`config.mk`:
```
export PLATFORM = sky130hd
export DESIGN_NAME = ssi_port
export DESIGN_NICKNAME = d
export VERILOG_FILES = /design/src/rtl/ssi_pkg.sv /design/src/rtl/ssi_edge.sv /design/src/rtl/ssi_slot_map.sv /design/src/rtl/ssi_port.sv
export SDC_FILE = /design/constraint.sdc
export NUM_CORES = 1
export LEC_CHECK = 0
export BUFFER_PORTS_ARGS = -buffer_cell sky130_fd_sc_hd__buf_2
export CAP_MARGIN = 20
export CORE_UTILIZATION = 40
export DETAILED_ROUTE_END_ITERATION = 8
export GPL_ROUTABILITY_DRIVEN = 1
export GPL_TIMING_DRIVEN = 0
export PLACE_DENSITY_LB_ADDON = 0.1
export SLEW_MARGIN = 40
export SYNTH_ARGS = -nofsm -noshare
export SYNTH_HDL_FRONTEND = slang
export SYNTH_SLANG_ARGS = --single-unit
```
`constraint.sdc`:
```
create_clock -name clk -period 2.7 [get_ports clk]
set_input_delay 0 -clock clk [delete_from_list [all_inputs] [get_ports clk]]
set_output_delay 0 -clock clk [all_outputs]
set_load 0.05 [all_outputs]
```
`src/rtl/ssi_pkg.sv`:
```
package ssi_pkg;
    localparam int NCH   = 4;
    localparam int LIN_W = 16;
    localparam int OCT_W = 8;
    localparam int NIB_W = 4;
    localparam int CH_W  = $clog2(NCH);
    localparam int BIT_W = $clog2(LIN_W);
    localparam int NB_W  = $clog2(NIB_W);
    localparam int POS_W = $clog2(LIN_W) + 1;

    typedef struct packed {
        logic [CH_W-1:0]  pcm1_ch;
        logic [CH_W-1:0]  pcm2_ch;
        logic [BIT_W-1:0] pcm_bit;
        logic             pcm_ok;
        logic [CH_W-1:0]  adp_ch;
        logic [NB_W-1:0]  adp_bit;
        logic             adp_ok;
        logic             adp_dc;
    } slot_t;

    typedef struct packed {
        logic [POS_W-1:0]               pos;
        logic [POS_W-1:0]               opos;
        logic [NCH-1:0][LIN_W-1:0]      cap_pcm;
        logic [NCH-1:0][LIN_W-1:0]      hold_pcm;
        logic [NCH-1:0][LIN_W-1:0]      tx_pcm;
        logic [NCH-1:0][NIB_W-1:0]      cap_adp;
        logic [NCH-1:0][NIB_W-1:0]      hold_adp;
        logic [NCH-1:0][NIB_W-1:0]      tx_adp;
        logic                           frame;
    } port_st_t;
endpackage

```
`src/rtl/ssi_edge.sv`:
```
module ssi_edge #(
    parameter int N = 3
) (
    input  logic         clk,
    input  logic         rst_n,
    input  logic [N-1:0] lvl_i,
    output logic [N-1:0] rise_o,
    output logic [N-1:0] fall_o
);
    logic [N-1:0] prev_q;

    always_ff @(posedge clk or negedge rst_n) begin
        if (!rst_n) prev_q <= '0;
        else        prev_q <= lvl_i;
    end

    for (genvar g = 0; g < N; g++) begin : g_edge
        assign rise_o[g] = lvl_i[g] & ~prev_q[g];
        assign fall_o[g] = ~lvl_i[g] & prev_q[g];
    end
endmodule

```
`src/rtl/ssi_slot_map.sv`:
```
module ssi_slot_map
    import ssi_pkg::*;
(
    input  logic [POS_W-1:0] pos_i,
    input  logic             win2_i,
    input  logic             lin_i,
    input  logic             sel_i,
    input  logic [1:0]       rate_i,
    output slot_t            slot_o
);
    logic [POS_W-1:0] lim;
    logic [2:0]       p3;
    logic             narrow;

    always_comb begin
        lim    = lin_i ? POS_W'(LIN_W) : POS_W'(OCT_W);
        p3     = pos_i[2:0];
        narrow = rate_i[1];

        slot_o.pcm_ok  = pos_i < lim;
        slot_o.pcm_bit = BIT_W'(lim - pos_i - POS_W'(1));
        slot_o.pcm1_ch = CH_W'(win2_i);
        slot_o.pcm2_ch = CH_W'(NCH / 2) + CH_W'(win2_i);

        slot_o.adp_ok = (pos_i < POS_W'(OCT_W)) && (!narrow || (win2_i == sel_i));
        if (narrow) begin
            slot_o.adp_ch  = p3[2:1];
            slot_o.adp_bit = {1'b1, ~p3[0]};
            slot_o.adp_dc  = 1'b0;
        end else begin
            slot_o.adp_ch  = {win2_i, p3[2]};
            slot_o.adp_bit = ~p3[1:0];
            slot_o.adp_dc  = rate_i[0] && (p3[1:0] == 2'b11);
        end
    end
endmodule

```
`src/rtl/ssi_port.sv`:
```
module ssi_port
    import ssi_pkg::*;
(
    input  logic                   clk,
    input  logic                   rst_n,
    input  logic                   bclk_i,
    input  logic                   win1_i,
    input  logic                   win2_i,
    input  logic [1:0]             rate_i,
    input  logic                   lin_i,
    input  logic                   sel_i,
    input  logic                   adp_rx_i,
    input  logic                   pcm1_rx_i,
    input  logic                   pcm2_rx_i,
    input  logic [NCH*LIN_W-1:0]   pcm_res_i,
    input  logic [NCH*NIB_W-1:0]   adp_res_i,
    output logic                   adp_tx_o,
    output logic                   adp_oe_o,
    output logic                   pcm1_tx_o,
    output logic                   pcm1_oe_o,
    output logic                   pcm2_tx_o,
    output logic                   pcm2_oe_o,
    output logic [NCH*LIN_W-1:0]   rx_pcm_o,
    output logic [NCH*NIB_W-1:0]   rx_adp_o,
    output logic                   frame_o
);
    port_st_t   st_d, st_q;
    logic [2:0] rise, fall;
    logic       win_act, win2_sel;
    slot_t      mi, mo;

    ssi_edge #(.N(3)) u_edge (
        .clk    (clk),
        .rst_n  (rst_n),
        .lvl_i  ({win2_i, win1_i, bclk_i}),
        .rise_o (rise),
        .fall_o (fall)
    );

    assign win_act  = win1_i | win2_i;
    assign win2_sel = win2_i & ~win1_i;

    ssi_slot_map u_map_in (
        .pos_i  (st_q.pos),
        .win2_i (win2_sel),
        .lin_i  (lin_i),
        .sel_i  (sel_i),
        .rate_i (rate_i),
        .slot_o (mi)
    );

    ssi_slot_map u_map_out (
        .pos_i  (st_q.opos),
        .win2_i (win2_sel),
        .lin_i  (lin_i),
        .sel_i  (sel_i),
        .rate_i (rate_i),
        .slot_o (mo)
    );

    always_comb begin
        st_d       = st_q;
        st_d.frame = 1'b0;
        if (rise[1]) begin
            st_d.hold_pcm = st_q.cap_pcm;
            st_d.hold_adp = st_q.cap_adp;
            st_d.cap_pcm  = '0;
            st_d.cap_adp  = '0;
            st_d.tx_pcm   = pcm_res_i;
            st_d.tx_adp   = adp_res_i;
            st_d.pos      = '0;
            st_d.opos     = '0;
            st_d.frame    = 1'b1;
        end else if (rise[2]) begin
            st_d.pos  = '0;
            st_d.opos = '0;
        end else if (win_act) begin
            if (fall[0]) begin
                if (mi.pcm_ok) begin
                    st_d.cap_pcm[mi.pcm1_ch][mi.pcm_bit] = pcm1_rx_i;
                    st_d.cap_pcm[mi.pcm2_ch][mi.pcm_bit] = pcm2_rx_i;
                end
                if (mi.adp_ok) begin
                    st_d.cap_adp[mi.adp_ch][mi.adp_bit] = adp_rx_i & ~mi.adp_dc;
                end
                if (st_q.pos != '1) st_d.pos = st_q.pos + POS_W'(1);
            end
            if (rise[0]) st_d.opos = st_q.pos;
        end
    end

    always_ff @(posedge clk or negedge rst_n) begin
        if (!rst_n) st_q <= '0;
        else        st_q <= st_d;
    end

    assign pcm1_oe_o = win_act & mo.pcm_ok;
    assign pcm2_oe_o = win_act & mo.pcm_ok;
    assign adp_oe_o  = win_act & mo.adp_ok;
    assign pcm1_tx_o = pcm1_oe_o & st_q.tx_pcm[mo.pcm1_ch][mo.pcm_bit];
    assign pcm2_tx_o = pcm2_oe_o & st_q.tx_pcm[mo.pcm2_ch][mo.pcm_bit];
    assign adp_tx_o  = adp_oe_o & ~mo.adp_dc & st_q.tx_adp[mo.adp_ch][mo.adp_bit];

    assign rx_pcm_o = st_q.hold_pcm;
    assign rx_adp_o = st_q.hold_adp;
    assign frame_o  = st_q.frame;
endmodule

```
### Yosys cells after proc, flatten, opt, wreduce, memory -nomap -nowiden

Cells that the tools add are included.
W data, S select, Z words.

| storage, ports and cells | value |
|---|---|
| register bits after elaboration | 254 |
| latch bits | 0 |
| RAM bits | 0 |
| ROM bits | 0 |
| input port bits | 92 |
| output and inout bits | 87 |
| logic and storage cells | 148 |
| memories kept | 0 |

| operators by class | value |
|---|---|
| $add $sub $neg | 6 |
| multipliers | 0 |
| div/mod/pow operators | 0 |
| magnitude comparators | 17 |
| equal/unequal tests | 5 |
| shifts and indexed selects | 0 |
| multiplexer cells | 45 |
| bitwise gates (word level) | 24 |
| reductions and logical operators | 23 |

Operators with widths:

| kind | count |
|---|---|
| $mux W64 | 3 |
| $mux W16 | 10 |
| $mux W74 | 2 |
| $bwmux W64 | 2 |
| $bmux W16 S2 | 1 |
| $demux W16 S2 | 1 |
| $mux W5 | 4 |
| $bwmux W16 | 1 |
| $demux W16 S1 | 1 |
| $mux W4 | 4 |
| $lt A2 B3 Y1 const B | 5 |
| $and A1 B1 Y1 | 12 |
| $reduce_bool A3 Y1 | 4 |
| $lt A4 B5 Y1 const B | 2 |
| $lt A5 B4 Y1 const B | 2 |
| $lt A5 B5 Y1 | 2 |
| $mux W10 | 1 |
| $logic_and A1 B1 Y1 | 9 |
| $not A1 Y1 | 9 |
| $bmux W1 S4 | 2 |
| $bmux W4 S2 | 1 |
| $demux W4 S2 | 1 |
| $mux W1 | 8 |
| $reduce_and A4 Y1 | 2 |
| 22 further kinds | 31 |

### Logic depth before layout (Yosys ltp)

| logic depth | value |
|---|---|
| word-level depth | 16 |
| depth in mapped cells | 10 |
| mapped depth without buffers | 8 |

### Modules after synthesis

From an unflattened synthesis, not the netlist that was laid out.

| second synthesis, totals | value |
|---|---|
| cell total of the unflattened synthesis | 1,035 |
| area, all modules | 12,668.4 um^2 |

By module, submodules not included:

| module | times used | cells an instance | area each (um^2) | seq. area each (um^2) |
|---|---|---|---|---|
| ssi_port | 1 | 978 | 12,235.5 | 6,281.0 |
| ssi_slot_map | 2 | 24 | 160.2 | 0.0 |
| ssi_edge | 1 | 9 | 112.6 | 75.1 |

### Worst setup path before layout

OpenSTA, ideal clock, no wires.

| timing path | value |
|---|---|
| kind | input-to-output |
| from | input port rate_i[1] |
| to | output port adp_tx_o |
| data arrival time | 4.045 ns |
| data required time | 2.700 ns |
| path slack | -1.345 ns |
| cell stages on the path | 6 |
| path buffers | 1 |
| cells stage by stage | clkbuf_1 > inv_1 > o21ai_0 > a2111oi_0 > o21ai_1 > a31oi_1 |

| on the way | value |
|---|---|
| cells in the longest elaborated chain, start to end | 6 |
| elaborated cells between the ends (all ways) | 13 |
| classes of those cells | mux (6); bitwise (4); reduce/logical (3) |

RTL lines:

| item | line | source |
|---|---|---|
| from (decl) | ssi_port.sv:9 | `input logic [1:0] rate_i,` |
| $logic_not A1 Y1 | ssi_slot_map.sv:25 | `slot_o.adp_ok = (pos_i < POS_W'(OCT_W)) && (!narrow \|\| (win2_i == sel_i));` |
| $logic_or A1 B1 Y1 | ssi_slot_map.sv:25 |  |
| $logic_and A1 B1 Y1 | ssi_slot_map.sv:25 |  |
| $and A1 B1 Y1 | ssi_port.sv:99 | `assign adp_oe_o = win_act & mo.adp_ok;` |
| via adp_oe_o | ssi_port.sv:18 | `output logic adp_oe_o,` |
| $and A1 B1 Y1 (2 in a row) | ssi_port.sv:102 | `assign adp_tx_o = adp_oe_o & ~mo.adp_dc & st_q.tx_adp[mo.adp_ch][mo.adp_bit];` |
| to (decl) | ssi_port.sv:17 | `output logic adp_tx_o,` |

The timed path passes the listed nets, and every way through them passes these cells. The select of a mux whose other input is x is not followed.

### Worst setup path in the final report

| timing path | value |
|---|---|
| from | register st_q[241] in the netlist's numbering |
| to | output port pcm1_tx_o |

| on the way | value |
|---|---|
| cells in the longest elaborated chain, start to end | 5 |
| elaborated cells between the ends (all ways) | 7 |
| classes of those cells | add/sub (2); order compare (1); mux (2); bitwise (2) |

RTL lines:

| item | line | source |
|---|---|---|
| from (decl) | ssi_port.sv:27 | `port_st_t st_d, st_q;` |
| from (signal assigned) | ssi_port.sv:94 | `else st_q <= st_d;` |
| $sub A4 B4 Y4 | ssi_slot_map.sv:21 | `slot_o.pcm_bit = BIT_W'(lim - pos_i - POS_W'(1));` |
| $sub A4 B1 Y4 | ssi_slot_map.sv:21 |  |
| $bmux W1 S4 | ssi_port.sv:100 | `assign pcm1_tx_o = pcm1_oe_o & st_q.tx_pcm[mo.pcm1_ch][mo.pcm_bit];` |
| $mux W1 (implied by the code) | ssi_port.sv:100 |  |
| $and A1 B1 Y1 * | ssi_port.sv:100 |  |
| to (decl) | ssi_port.sv:19 | `output logic pcm1_tx_o,` |

Mark *: on every way between the ends. The rest lies on a longest branch, timed or not. The select of a mux whose other input is x is not followed.

==> flow_summary.json <==
{
  "die-area_um2": 30000,
  "cp-endpoint": "pcm1_tx_o",
  "clock.fmax_mhz": 381,
  "syn-cell-area_um2": 11700,
  "grt_start_max_net_pins": 73,
  "layout_commonest_cell": "nand2_1",
  "cts.sinks": 254,
  "r2r_start": "st_q[247]",
  "path_depth": 5,
  "route.detailed.drc": 0,
  "synth_top_family_by_area": "simple AND/OR/NAND/NOR gates",
  "synth_compound_area_share_pct": 2.88,
  "maxSlewHeadroom_pct": 52.5,
  "vdd_drop_max_mv": 0.413,
  "final.setup.tns_ns": 0,
  "max_stage_delay_ns": 0.54,
  "synthMuxAreaShare_pct": 10.5,
  "grtUsageMet2_pct": 33.2,
  "power.density_nw_per_um2": 591,
  "reg2regPathDepth": 6,
  "routedWlPerCell_um": 15.8,
  "clockRootBuffer": "clkbuf_16",
  "synthCells": 1259,
  "yosysWarnings": 0,
  "postPlaceCellArea_um2": 13200,
  "finalSetupViolCount": 0,
  "die_y_um": 173,
  "rr_endpoint": "st_q[36]",
  "ys_seq_elements": 254,
  "hpwl_um": 21700,
  "end_kind": "primary output",
  "worstSetupStartpoint": "st_q[241]",
  "synth-simple-area-share_pct": 22.9,
  "grt_pass1_vias": 9400,
  "design.core.area_um2": 28800,
  "required_ns": 2.70,
  "status": "complete, no violations",
  "post-place-ws_ns": 0.0797,
  "grt_usage_pct": 21.2,
  "ys.flop_type": "dfrtp_1",
  "grt_use_met3_pct": 2.66,
  "worstMarginPinSlew_ns": 0.708,
  "fin_skew_ns": 0.0186,
  "antenna_found_initial": 0,
  "report.final.slew_viol_count": 0,
  "vias_per_cell": 4.71,
  "io_pins": 179,
  "yosysSeqAreaShare_pct": 54.2,
  "drt-initial-drc-count": 587,
  "final_hold_viol_count": 0,
  "grt-busiest-layer": "met2",
  "insertedDiodeCount": 0,
  "mostFrequentLayoutCells": "nand2_1 (518), dfrtp_1 (254), buf_2 (176), mux2i_1 (90), dlygate4sd3_1 (89)",
  "grt_setup_unrepaired": "false",
  "overflow": 0,
  "r2r_slack_ns": 0.24,
  "final_cell_area_um2": 15100,
  "path_clk_slew_ns": 0.06,
  "cts_inserted_buffers": 29,
  "finalCritPeriodShare_pct": 97.2,
  "synth_top_area_share_pct": 54.2,
  "fill_cells": 2750,
  "hold_class": "in2reg",
  "rows": 62,
  "layout_setup_ws_ns": 0.0751,
  "grtUsageMet1_pct": 31.3,
  "netlist_top_cells_area": "dfrtp_1 (54%), nand2_1 (17%), mux2i_1 (7.7%)",
  "cts.path.max_buffers": 3,
  "first_pass_iters": 5,
  "avgSynthCellArea_um2": 9.31,
  "async_flop_share_pct": 100,
  "area_delta_synth_final_pct": 28.5,
  "worst-path-buf-inv": 2,
  "cts_tree": "done",
  "io_buffer_count": 177,
  "htree_levels": 1,
  "worst-setup-path-type": "reg2out",
  "synth_xor_area_share_pct": 0.299,
  "synth_fp_nets": 1360,
  "max-cap-violations": 0,
  "crit_family": "buffers and inverters",
  "fin_crit_ns": 2.62,
  "crit_chain": "clkbuf_2 -> mux4_2 -> and3b_1 -> nor4_4 -> buf_2",
  "grt_pass1_wl_um": 50900,
  "cp_data_arrival_time_ns": 2.62,
  "synth_fa_ha_area_share_pct": 0.961,
  "drive_gt1_share_pct": 21.9,
  "p_leak_nw": 8.41,
  "die_w_um": 173,
  "drt-total-wl_um": 31100,
  "globalplace.congestion": 0.787,
  "start_util_pct": 40.7,
  "cp_max_fo": 10,
  "critPathSlowestCell": "dfrtp_1",
  "nNetsFinal": 1660,
  "vias": 9252,
  "synth_area_leader_cell": "dfrtp_1",
  "synth_edf_count": 0,
  "ys_types": 51,
  "final_util_pct": 52.4,
  "drtAntennaViolNets": 0,
  "clk_latency_ns": 0.55,
  "cp-start-kind": "flip-flop"
}
## logic make-up after synthesis
| kind of cell | after synthesis |
|---|---|
| multiplexers | 105 |
| AO/OA/AOI/OAI | 49 |
| XOR/XNOR | 4 |
| adder cells (fa/ha/maj) | 9 |
| AND/OR/NAND/NOR | 672 |
| buffers and inverters | 166 |
| flip-flops | 254 |
## routing by layer
metal	wire (um)	part of all wire (%)	vias to the layer above
met2	13800	45	208
met1	15400	49	4410
li1	-	-	4583
met5	0	0	-
met4	698	2.2	0
met3	1190	3.8	51
## cell usage after synthesis, types with 4 or more instances
library cell	n
nand4_1	10
a21oi_1	10
nand2_1	518
o211ai_1	4
clkbuf_1	63
buf_4	87
o21ai_0	6
nand2b_1	4
mux4_2	14
nor2b_1	9
nor3_1	5
nand3_1	30
inv_1	10
ha_1	9
dfrtp_1	254
nor2_1	82
mux2i_1	90
## registers in the layout, indices dropped and copies added (netlist names)
name / cells
st_q: 170
rx_pcm_o: 64
rx_adp_o: 16
u_edge.prev_q: 3
frame_o: 1
## cell type report
| type | instances | area [um2] | area share, % |
|---|---|---|---|
| plain buffers | 155 | 936 | 6.21 |
| clock buffers | 46 | 880 | 5.84 |
| clock inverters | 6 | 62.6 | 0.415 |
| inverters | 11 | 41.3 | 0.274 |
| multi-input cells | 839 | 4440 | 29.4 |
| flip-flops and latches | 254 | 6360 | 42.2 |
| well taps | 384 | 480 | 3.19 |
| repair buffers | 269 | 1870 | 12.4 |
## what timing repair did
action | in CTS | in global routing
cloned | 0 | 0
endpoints found under the hold margin | 279 | 0
hold buffers | 89 | 0
setup endpoints to repair | 3 | 5
setup buffers | 0 | 0
resized for setup | 2 | 7
## per-stage QoR
step	hold WS, ns	instances	power [W]
floorplan	-0.296	1259	0.00464
global placement	0.133	1820	0.00499
detailed placement	-0.0342	1823	0.00502
CTS	0.0528	1964	0.00901
global route	0.145	1964	0.00928
finish	0.0922	1964	0.00890
## worst reg2reg max path: stages, from the launching register on
cell	delay, ns
dfrtp_1	0.51
ha_1	0.20
clkbuf_1	0.47
nand2_1	0.11
o211ai_1	0.47
clkbuf_1	0.41
mux2i_1	0.14
## how the worst min path moves through the flow
stage,cells after the start,slack (ns),from,endpoint
final,5,0.09,sel_i,st_q[47]
after CTS,5,0.05,sel_i,st_q[47]
after floorplan,0,-0.30,rst_n,frame_o
after global routing,5,0.14,sel_i,st_q[47]
after detailed placement,1,-0.03,rst_n,st_q[13]
after global placement,1,0.13,bclk_i,u_edge.prev_q[0]
## report_power, final
group | switching [W] | internal (W)
Sequential | 0.000108 | 0.00398
Clock | 0.00154 | 0.00231
Combinational | 0.000575 | 0.000383
No activity file was read; power rests on OpenSTA's default activity.
